<file path="src/rtl/upair_pkg.sv">
package upair_pkg;
    // register selects on the host bus
    localparam logic [1:0] RS_MODE = 2'd0;
    localparam logic [1:0] RS_CTRL = 2'd1;
    localparam logic [1:0] RS_HOLD = 2'd2;
    localparam logic [1:0] RS_INTS = 2'd3;

    // operation codes carried in control bits 7:4
    localparam logic [3:0] OP_MPTR   = 4'd1;
    localparam logic [3:0] OP_RXRST  = 4'd2;
    localparam logic [3:0] OP_TXRST  = 4'd3;
    localparam logic [3:0] OP_ERRCLR = 4'd4;
    localparam logic [3:0] OP_BRKCLR = 4'd5;

    // control low-nibble bit positions
    localparam int CB_RX_ON  = 0;
    localparam int CB_RX_OFF = 1;
    localparam int CB_TX_ON  = 2;
    localparam int CB_TX_OFF = 3;

    localparam int STAT_W = 8;
    localparam int INTS_PER_CH = 4;

    // per-channel interrupt bits, packed so bit 0 = tx, 1 = rx, 2 = brk
    typedef struct packed {
        logic brk;
        logic rx;
        logic tx;
    } chan_ints_t;
endpackage

</file>
<file path="src/rtl/upair_rx_queue.sv">
// Receive queue of one channel.
// Circular store with read index and pending count. Within a cycle a pop
// is applied first, then a flush, then a push, which lands behind the
// entries that remain. Assumes DEPTH >= 2 and that the caller gates push
// with the receiver enable.
module upair_rx_queue #(
    parameter int DEPTH = 3,
    parameter int DW    = 8
) (
    input  logic                         clk,
    input  logic                         rst_n,
    input  logic                         flush,
    input  logic                         pop,
    input  logic                         push,
    input  logic [DW-1:0]                push_data,
    output logic [$clog2(DEPTH+1)-1:0]   cnt,
    output logic [DW-1:0]                head,
    output logic                         first,
    output logic                         drained
);
    localparam int IW = $clog2(DEPTH);
    localparam int CW = $clog2(DEPTH + 1);
    localparam int SW = ((IW > CW) ? IW : CW) + 1;

    logic [DW-1:0] store [DEPTH];
    logic [IW-1:0] ridx, ridx_p, wpos;
    logic [CW-1:0] cnt_p;
    logic [SW-1:0] sum;
    logic          push_ok;

    // index and count after this cycle's pop and flush
    always_comb begin
        ridx_p = ridx;
        if (pop) ridx_p = (ridx == IW'(DEPTH - 1)) ? '0 : ridx + 1'b1;
        cnt_p = cnt;
        if (pop && cnt != '0) cnt_p = cnt - 1'b1;
        if (flush) cnt_p = '0;
    end

    // write slot behind the surviving entries, with wrap
    always_comb begin
        sum     = SW'(ridx_p) + SW'(cnt_p);
        wpos    = (sum >= SW'(DEPTH)) ? IW'(sum - SW'(DEPTH)) : IW'(sum);
        push_ok = push && (cnt_p < CW'(DEPTH));
    end

    assign head    = store[ridx];
    assign first   = push_ok && (cnt_p == '0);
    assign drained = pop && !flush && (cnt == CW'(1));

    // index and count registers
    always_ff @(posedge clk) begin
        if (!rst_n) begin
            ridx <= '0;
            cnt  <= '0;
        end else begin
            ridx <= ridx_p;
            cnt  <= cnt_p + CW'(push_ok);
        end
    end

    // character storage
    always_ff @(posedge clk) begin
        if (!rst_n) begin
            for (int i = 0; i < DEPTH; i++) store[i] <= '0;
        end else if (push_ok) begin
            store[wpos] <= push_data;
        end
    end
endmodule

</file>
<file path="src/rtl/upair_chan.sv">
// Command and status logic of one channel.
// Decodes control writes (enable bits first, then the operation code),
// keeps the mode registers, transmit and break flags and the channel's
// interrupt bits, and feeds its receive queue. Assumes wr and rd are
// already qualified by the channel select and never both set.
module upair_chan
    import upair_pkg::*;
#(
    parameter int DW    = 8,
    parameter int DEPTH = 3
) (
    input  logic              clk,
    input  logic              rst_n,
    input  logic              wr,
    input  logic              rd,
    input  logic [1:0]        rsel,
    input  logic [DW-1:0]     wdata,
    input  logic              brk_int_clr,
    input  logic              rx_valid,
    input  logic [DW-1:0]     rx_data,
    input  logic              rx_break,
    output logic [DW-1:0]     rd_mode,
    output logic [STAT_W-1:0] status,
    output logic [DW-1:0]     head,
    output chan_ints_t        ints,
    output logic              rx_ready,
    output logic              tx_valid,
    output logic [DW-1:0]     tx_data,
    output logic              brk_clr_req
);
    localparam int CW = $clog2(DEPTH + 1);

    logic [DW-1:0] mode_r [2];
    logic          mptr;
    logic          rx_en, rx_en_n;
    logic          txrdy, txemt, brk;
    logic          cmd_wr, hold_rd, hold_wr, mode_acc;
    logic [3:0]    op;
    logic          tx_set, tx_clr, brk_keep;
    logic [CW-1:0] cnt;
    logic          q_first, q_drained;

    assign cmd_wr   = wr && (rsel == RS_CTRL);
    assign hold_rd  = rd && (rsel == RS_HOLD);
    assign hold_wr  = wr && (rsel == RS_HOLD);
    assign mode_acc = (wr || rd) && (rsel == RS_MODE);
    assign op       = wdata[7:4];
    assign tx_set   = cmd_wr && wdata[CB_TX_ON];
    assign tx_clr   = cmd_wr && (wdata[CB_TX_OFF] || op == OP_TXRST);
    assign brk_keep = brk && !(cmd_wr && op == OP_ERRCLR);
    assign brk_clr_req = cmd_wr && (op == OP_BRKCLR);

    // receiver enable after this cycle's control write
    always_comb begin
        rx_en_n = rx_en;
        if (cmd_wr && wdata[CB_RX_ON])  rx_en_n = 1'b1;
        if (cmd_wr && wdata[CB_RX_OFF]) rx_en_n = 1'b0;
        if (cmd_wr && op == OP_RXRST)   rx_en_n = 1'b0;
    end

    upair_rx_queue #(.DEPTH(DEPTH), .DW(DW)) u_q (
        .clk       (clk),
        .rst_n     (rst_n),
        .flush     (cmd_wr && op == OP_RXRST),
        .pop       (hold_rd),
        .push      (rx_en_n && (rx_valid || rx_break)),
        .push_data (rx_break ? '0 : rx_data),
        .cnt       (cnt),
        .head      (head),
        .first     (q_first),
        .drained   (q_drained)
    );

    // receiver enable register
    always_ff @(posedge clk) begin
        if (!rst_n) rx_en <= 1'b0;
        else        rx_en <= rx_en_n;
    end

    // mode registers and their shared pointer
    always_ff @(posedge clk) begin
        if (!rst_n) begin
            mode_r[0] <= '0;
            mode_r[1] <= '0;
            mptr      <= 1'b0;
        end else begin
            if (wr && rsel == RS_MODE) mode_r[mptr] <= wdata;
            if (cmd_wr && op == OP_MPTR) mptr <= 1'b0;
            else if (mode_acc)           mptr <= 1'b1;
        end
    end

    // transmitter ready, empty and interrupt flags
    always_ff @(posedge clk) begin
        if (!rst_n) begin
            txrdy  <= 1'b0;
            txemt  <= 1'b0;
            ints.tx <= 1'b0;
        end else if (tx_clr) begin
            txrdy  <= 1'b0;
            txemt  <= 1'b0;
            ints.tx <= 1'b0;
        end else if (tx_set) begin
            txrdy  <= 1'b1;
            txemt  <= 1'b1;
            ints.tx <= 1'b1;
        end
    end

    // sticky break status: error clear, then a new break sets it
    always_ff @(posedge clk) begin
        if (!rst_n)        brk <= 1'b0;
        else if (rx_break) brk <= 1'b1;
        else               brk <= brk_keep;
    end

    // break interrupt: block clear first, then the read and break sets
    always_ff @(posedge clk) begin
        if (!rst_n)                      ints.brk <= 1'b0;
        else if (rx_break && !brk_keep)  ints.brk <= 1'b1;
        else if (hold_rd && brk)         ints.brk <= 1'b1;
        else if (brk_int_clr)            ints.brk <= 1'b0;
    end

    // receive interrupt: set on first entry, cleared on drain or flush
    always_ff @(posedge clk) begin
        if (!rst_n)                                    ints.rx <= 1'b0;
        else if (q_first)                              ints.rx <= 1'b1;
        else if (q_drained || (cmd_wr && op == OP_RXRST)) ints.rx <= 1'b0;
    end

    // transmit strobe, forwarded only while ready
    always_ff @(posedge clk) begin
        if (!rst_n) begin
            tx_valid <= 1'b0;
            tx_data  <= '0;
        end else begin
            tx_valid <= hold_wr && txrdy;
            if (hold_wr && txrdy) tx_data <= wdata;
        end
    end

    assign rd_mode  = mode_r[mptr];
    assign rx_ready = rx_en && (cnt < CW'(DEPTH));
    assign status   = {brk, 3'b000, txemt, txrdy, cnt == CW'(DEPTH), cnt != '0};
endmodule

</file>
<file path="src/rtl/upair_block.sv">
// Two serial channels sharing one interrupt-status byte.
// Routes the host bus to the selected channel, merges the channel
// interrupt bits into the shared byte, shares the break-interrupt clear
// and builds the combinational read data. Assumes DW >= 8.
module upair_block
    import upair_pkg::*;
#(
    parameter int DW    = 8,
    parameter int DEPTH = 3
) (
    input  logic              clk,
    input  logic              rst_n,
    input  logic              bus_wr,
    input  logic              bus_rd,
    input  logic              bus_chan,
    input  logic [1:0]        bus_reg,
    input  logic [DW-1:0]     bus_wdata,
    output logic [DW-1:0]     bus_rdata,
    input  logic [1:0]        rx_valid,
    input  logic [2*DW-1:0]   rx_data,
    input  logic [1:0]        rx_break,
    output logic [1:0]        rx_ready,
    output logic [1:0]        tx_valid,
    output logic [2*DW-1:0]   tx_data,
    output logic [2*STAT_W-1:0] chan_status,
    output logic [2*INTS_PER_CH-1:0] int_status
);
    localparam int NCH = 2;

    logic [DW-1:0]     mode_v [NCH];
    logic [STAT_W-1:0] stat_v [NCH];
    logic [DW-1:0]     head_v [NCH];
    chan_ints_t        ints_v [NCH];
    logic [NCH-1:0]    brk_req;
    logic              brk_int_clr;

    assign brk_int_clr = |brk_req;

    for (genvar c = 0; c < NCH; c++) begin : g_ch
        logic wr_c, rd_c;
        assign wr_c = bus_wr && (bus_chan == 1'(c));
        assign rd_c = bus_rd && !bus_wr && (bus_chan == 1'(c));

        upair_chan #(.DW(DW), .DEPTH(DEPTH)) u_ch (
            .clk         (clk),
            .rst_n       (rst_n),
            .wr          (wr_c),
            .rd          (rd_c),
            .rsel        (bus_reg),
            .wdata       (bus_wdata),
            .brk_int_clr (brk_int_clr),
            .rx_valid    (rx_valid[c]),
            .rx_data     (rx_data[c*DW +: DW]),
            .rx_break    (rx_break[c]),
            .rd_mode     (mode_v[c]),
            .status      (stat_v[c]),
            .head        (head_v[c]),
            .ints        (ints_v[c]),
            .rx_ready    (rx_ready[c]),
            .tx_valid    (tx_valid[c]),
            .tx_data     (tx_data[c*DW +: DW]),
            .brk_clr_req (brk_req[c])
        );

        assign chan_status[c*STAT_W +: STAT_W] = stat_v[c];
        assign int_status[c*INTS_PER_CH +: INTS_PER_CH] = {1'b0, ints_v[c]};
    end

    // read data selected by register and channel
    always_comb begin
        case (bus_reg)
            RS_MODE: bus_rdata = mode_v[bus_chan];
            RS_CTRL: bus_rdata = DW'(stat_v[bus_chan]);
            RS_HOLD: bus_rdata = head_v[bus_chan];
            default: bus_rdata = DW'(int_status);
        endcase
    end
endmodule

</file>
<file path="config.mk">
export PLATFORM = sky130hd
export DESIGN_NAME = upair_block
export DESIGN_NICKNAME = d
export VERILOG_FILES = /design/src/rtl/upair_pkg.sv /design/src/rtl/upair_rx_queue.sv /design/src/rtl/upair_chan.sv /design/src/rtl/upair_block.sv
export SDC_FILE = /design/constraint.sdc
export NUM_CORES = 1
export LEC_CHECK = 0
export ABC_CLOCK_PERIOD_IN_PS = 8800
export BUFFER_PORTS_ARGS = -buffer_cell sky130_fd_sc_hd__buf_2
export CORE_UTILIZATION = 50
export DETAILED_ROUTE_END_ITERATION = 8
export GPL_TIMING_DRIVEN = 1
export PLACE_DENSITY = 0.76
export SETUP_SLACK_MARGIN = 0.15
export SLEW_MARGIN = 20
export SYNTH_ARGS = -nofsm -noshare
export SYNTH_HDL_FRONTEND = slang
export SYNTH_HIERARCHICAL = 1
export SYNTH_SLANG_ARGS = --single-unit
</file>
<file path="constraint.sdc">
create_clock -name clk -period 8.8 [get_ports clk]
set_input_delay 0.88 -clock clk [delete_from_list [all_inputs] [get_ports clk]]
set_output_delay 0.88 -clock clk [all_outputs]
set_load 0.1 [all_outputs]
</file>
==> flow_summary.ini <==
[synth]
ys.flop_type = edfxtp_1
synth_common_cells = 96 x edfxtp_1, 72 x nor2_1, 65 x nand2_1
synthCells = 614
avgSynthCellArea_um2 = 11.9
synth_edf_count = 96
async_reset_ff_share_pct = 0
synth_cell_types = 64
synth_top_area_share_pct = 39.5
ys_ff_latch = 136
synth_area_leaders = edfxtp_1 40%, dfxtp_1 11%, mux4_2 4.9%
netlist_area_um2 = 7290
yosys_warnings = 6
synth_largest_area_cell = edfxtp_1
seq_area_frac_synth_pct = 50.5
synth.most_common_cell = edfxtp_1

[clocking]
ctsHoldBuffers = 0
cts.clk_slew.worst_paths_ns = 0.06
post_cts_resized = 0
cts_tree = done
clockBufferDepth = 2
clockRootBuffer = clkbuf_16
htree_num_levels = 4
clk_latency_ns = 0.43
post-cts-setup-buffers = 0
cts_buffers = 17
cts_num_sinks = 136

[place]
dpl_cell_area_um2 = 7670
hpwlAfterDp_um = 12200
port_buffers = 78
gp_congestion = 0.879

[floorplan]
die_h_um = 123
die_area_um2 = 15100
start_util_pct = 51.9
num_io_pins = 87
rows = 43
design.core.area_um2 = 14000
fp.dieW_um = 123

[setup_path]
worstRegToRegCells = 12
crit_required_ns = 8.86
crit_end = g_ch[1].u_ch/u_q/store[0][7]
reg2reg_slack_ns = 4.59
worstPathArrival_ns = 5.26
worst-path-max-fanout = 28
r2r_end = g_ch[0].u_ch/u_q/store[1][2]
rr_startpoint = g_ch[0].u_ch/u_q/cnt[0]
path_class = in -> reg
worstSetupEndpointType = flop
cp-startpoint = bus_chan
cp-start-kind = input port

[timing]
worst_slew_pin_slew_ns = 0.956
skew_ns = 0.00603
grt_setup_unrepaired = no
hold_violations = 0
fin_setup_tns_ns = 0
period_share_pct = 59.0
fmax_mhz = 193
setup_viol = 0
post-route-min-period_ns = 5.19
slew_headroom_pct = 36.0
drv_slew = 0

[run]
max_cap_viol_count = 0

[global_routing]
antenna_found_initial = 0
grt_usage_pct = 23.5
grt_pass1_wl_um = 25400
overflow = 0
grt_pass1_vias = 4873
grt_max_degree = 59

[final_layout]
fillCellCount = 1116
final_area_um2 = 8280
layout.nets = 722
fin_util_pct = 59.0
layout-drive-gt1-share_pct = 28.1
diodes = 0
syn2layout_area_growth_pct = 13.6

[route]
first_iter_violations = 393
avgRoutedWirePerCell_um = 19.2
route.detailed.drc = 0
firstDrtPassIters = 5
final_antenna_net_count = 0
num_vias = 4964
vias_per_cell = 5.72
wl_um = 16700

[power]
combinationalPowerShare_pct = 11.4
leakage_uw = 0.00329
switching_share_pct = 25.2
max-vdd-ir-drop_v = 0.000167
p_int_uw = 1230
finalPower_uw = 1640
p_clk_share_pct = 44.9
power_density_nw_per_um2 = 198
sequentialPowerShare_pct = 43.7
net-switching-power_uw = 412

[outcome]
outcome = finished, final reports clean

[hold_path]
hp-class = reg -> reg
## state kept, by name, indices dropped and copies added (netlist names), named ones only
name	flops
g_ch.u_ch/tx_valid	2
g_ch.u_ch/rx_en	2
g_ch.u_ch/ints	4
g_ch.u_ch/u_q/cnt	4
g_ch.u_ch/txemt	2
g_ch.u_ch/mptr	2
g_ch.u_ch/mode_r	32
g_ch.u_ch/u_q/store	64
g_ch.u_ch/u_q/ridx	4
g_ch.u_ch/tx_data	16
g_ch.u_ch/brk	2
## placed cells by master, fill, tap and decap left out, types with 7 or more instances in the layout
cell       instances
mux2i_1           18
clkbuf_16         17
conb_1             8
edfxtp_1          96
nor3_1            11
nand2_1           65
ha_1              10
nor2b_1           23
dfxtp_1           40
mux4_2            16
and3b_1            8
inv_1             10
a21boi_0          16
mux2_2            20
and2_1            32
buf_2             78
a21oi_1            7
nor2_1            72
and3_1            12
## stage by stage
step                      setup slack [ns]  hold slack [ns]  cells
final                                 3.61            0.467    868
after global routing                  3.21            0.499    868
after CTS                             3.63            0.470    868
after detailed placement              3.19            0.461    836
after global placement                3.50            0.448    836
after floorplan                       3.98            0.472    619
## kinds of logic (layout without fill, tap and decap cells)
| logic type | count (synthesis) | after routing | synth area share [%] |
|---|---|---|---|
| other | 3 | 8 | 0.154 |
| adders and majority gates | 12 | 12 | 2.26 |
| muxes | 60 | 60 | 11.7 |
| xor gates and xnor gates | 4 | 4 | 0.480 |
| buffers and inverters | 53 | 122 | 4.31 |
| and+or+nand+nor | 278 | 278 | 21.4 |
| DFF | 136 | 136 | 50.5 |
| AOI/OAI and AO/OA | 68 | 68 | 9.20 |
## critical path: stages
cell and delay (ns):
buf_2 0.60, and2_1 0.36, nand3b_4 0.11, nor2_1 0.76, nor2_1 0.21, ha_1 0.28, fa_1 0.56, ha_1 0.25
nor3_1 0.10, nor3b_1 0.36, o22ai_4 0.18, o21ai_1 0.57
## per-layer routing
metal	wire length, µm	up-vias	global-route usage (%)
li1	-	2328	-
met3	1080	34	5.53
met5	0	-	0
met1	6660	2397	28.1
met2	8450	205	39.7
met4	512	0	11.7
## cell type report
| type | count | area (µm²) | area share [%] |
|---|---|---|---|
| Multi-Input combinational cell | 430 | 3320 | 40.1 |
| Timing Repair Buffer | 80 | 405 | 4.89 |
| Clock inverter | 13 | 179 | 2.16 |
| Tap cell | 180 | 225 | 2.72 |
| Clock buffer | 19 | 433 | 5.23 |
| Inverter | 10 | 37.5 | 0.453 |
| Sequential cell | 136 | 3680 | 44.5 |
## worst min path at each step
stage                                  from                       to  slack (ns)  cells past startpoint
floorplan                  g_ch[0].u_ch/brk         g_ch[0].u_ch/brk        0.47                      2
global placement    g_ch[1].u_ch/tx_data[3]  g_ch[1].u_ch/tx_data[3]        0.45                      2
detailed placement  g_ch[0].u_ch/tx_data[1]  g_ch[0].u_ch/tx_data[1]        0.46                      2
CTS                 g_ch[1].u_ch/tx_data[2]  g_ch[1].u_ch/tx_data[2]        0.47                      2
global route        g_ch[0].u_ch/tx_data[4]  g_ch[0].u_ch/tx_data[4]        0.50                      2
finish              g_ch[0].u_ch/tx_data[7]  g_ch[0].u_ch/tx_data[7]        0.47                      2
## power groups by stage
stage               sequential, µW  combinational (µW)  clock (µW)
floorplan                      730                 146           0
global placement               728                 182           0
detailed placement             729                 186           0
CTS                            716                 187         745
global route                   718                 197         774
finish                         716                 188         736
Note: power is estimated with default switching activity, not from simulation.
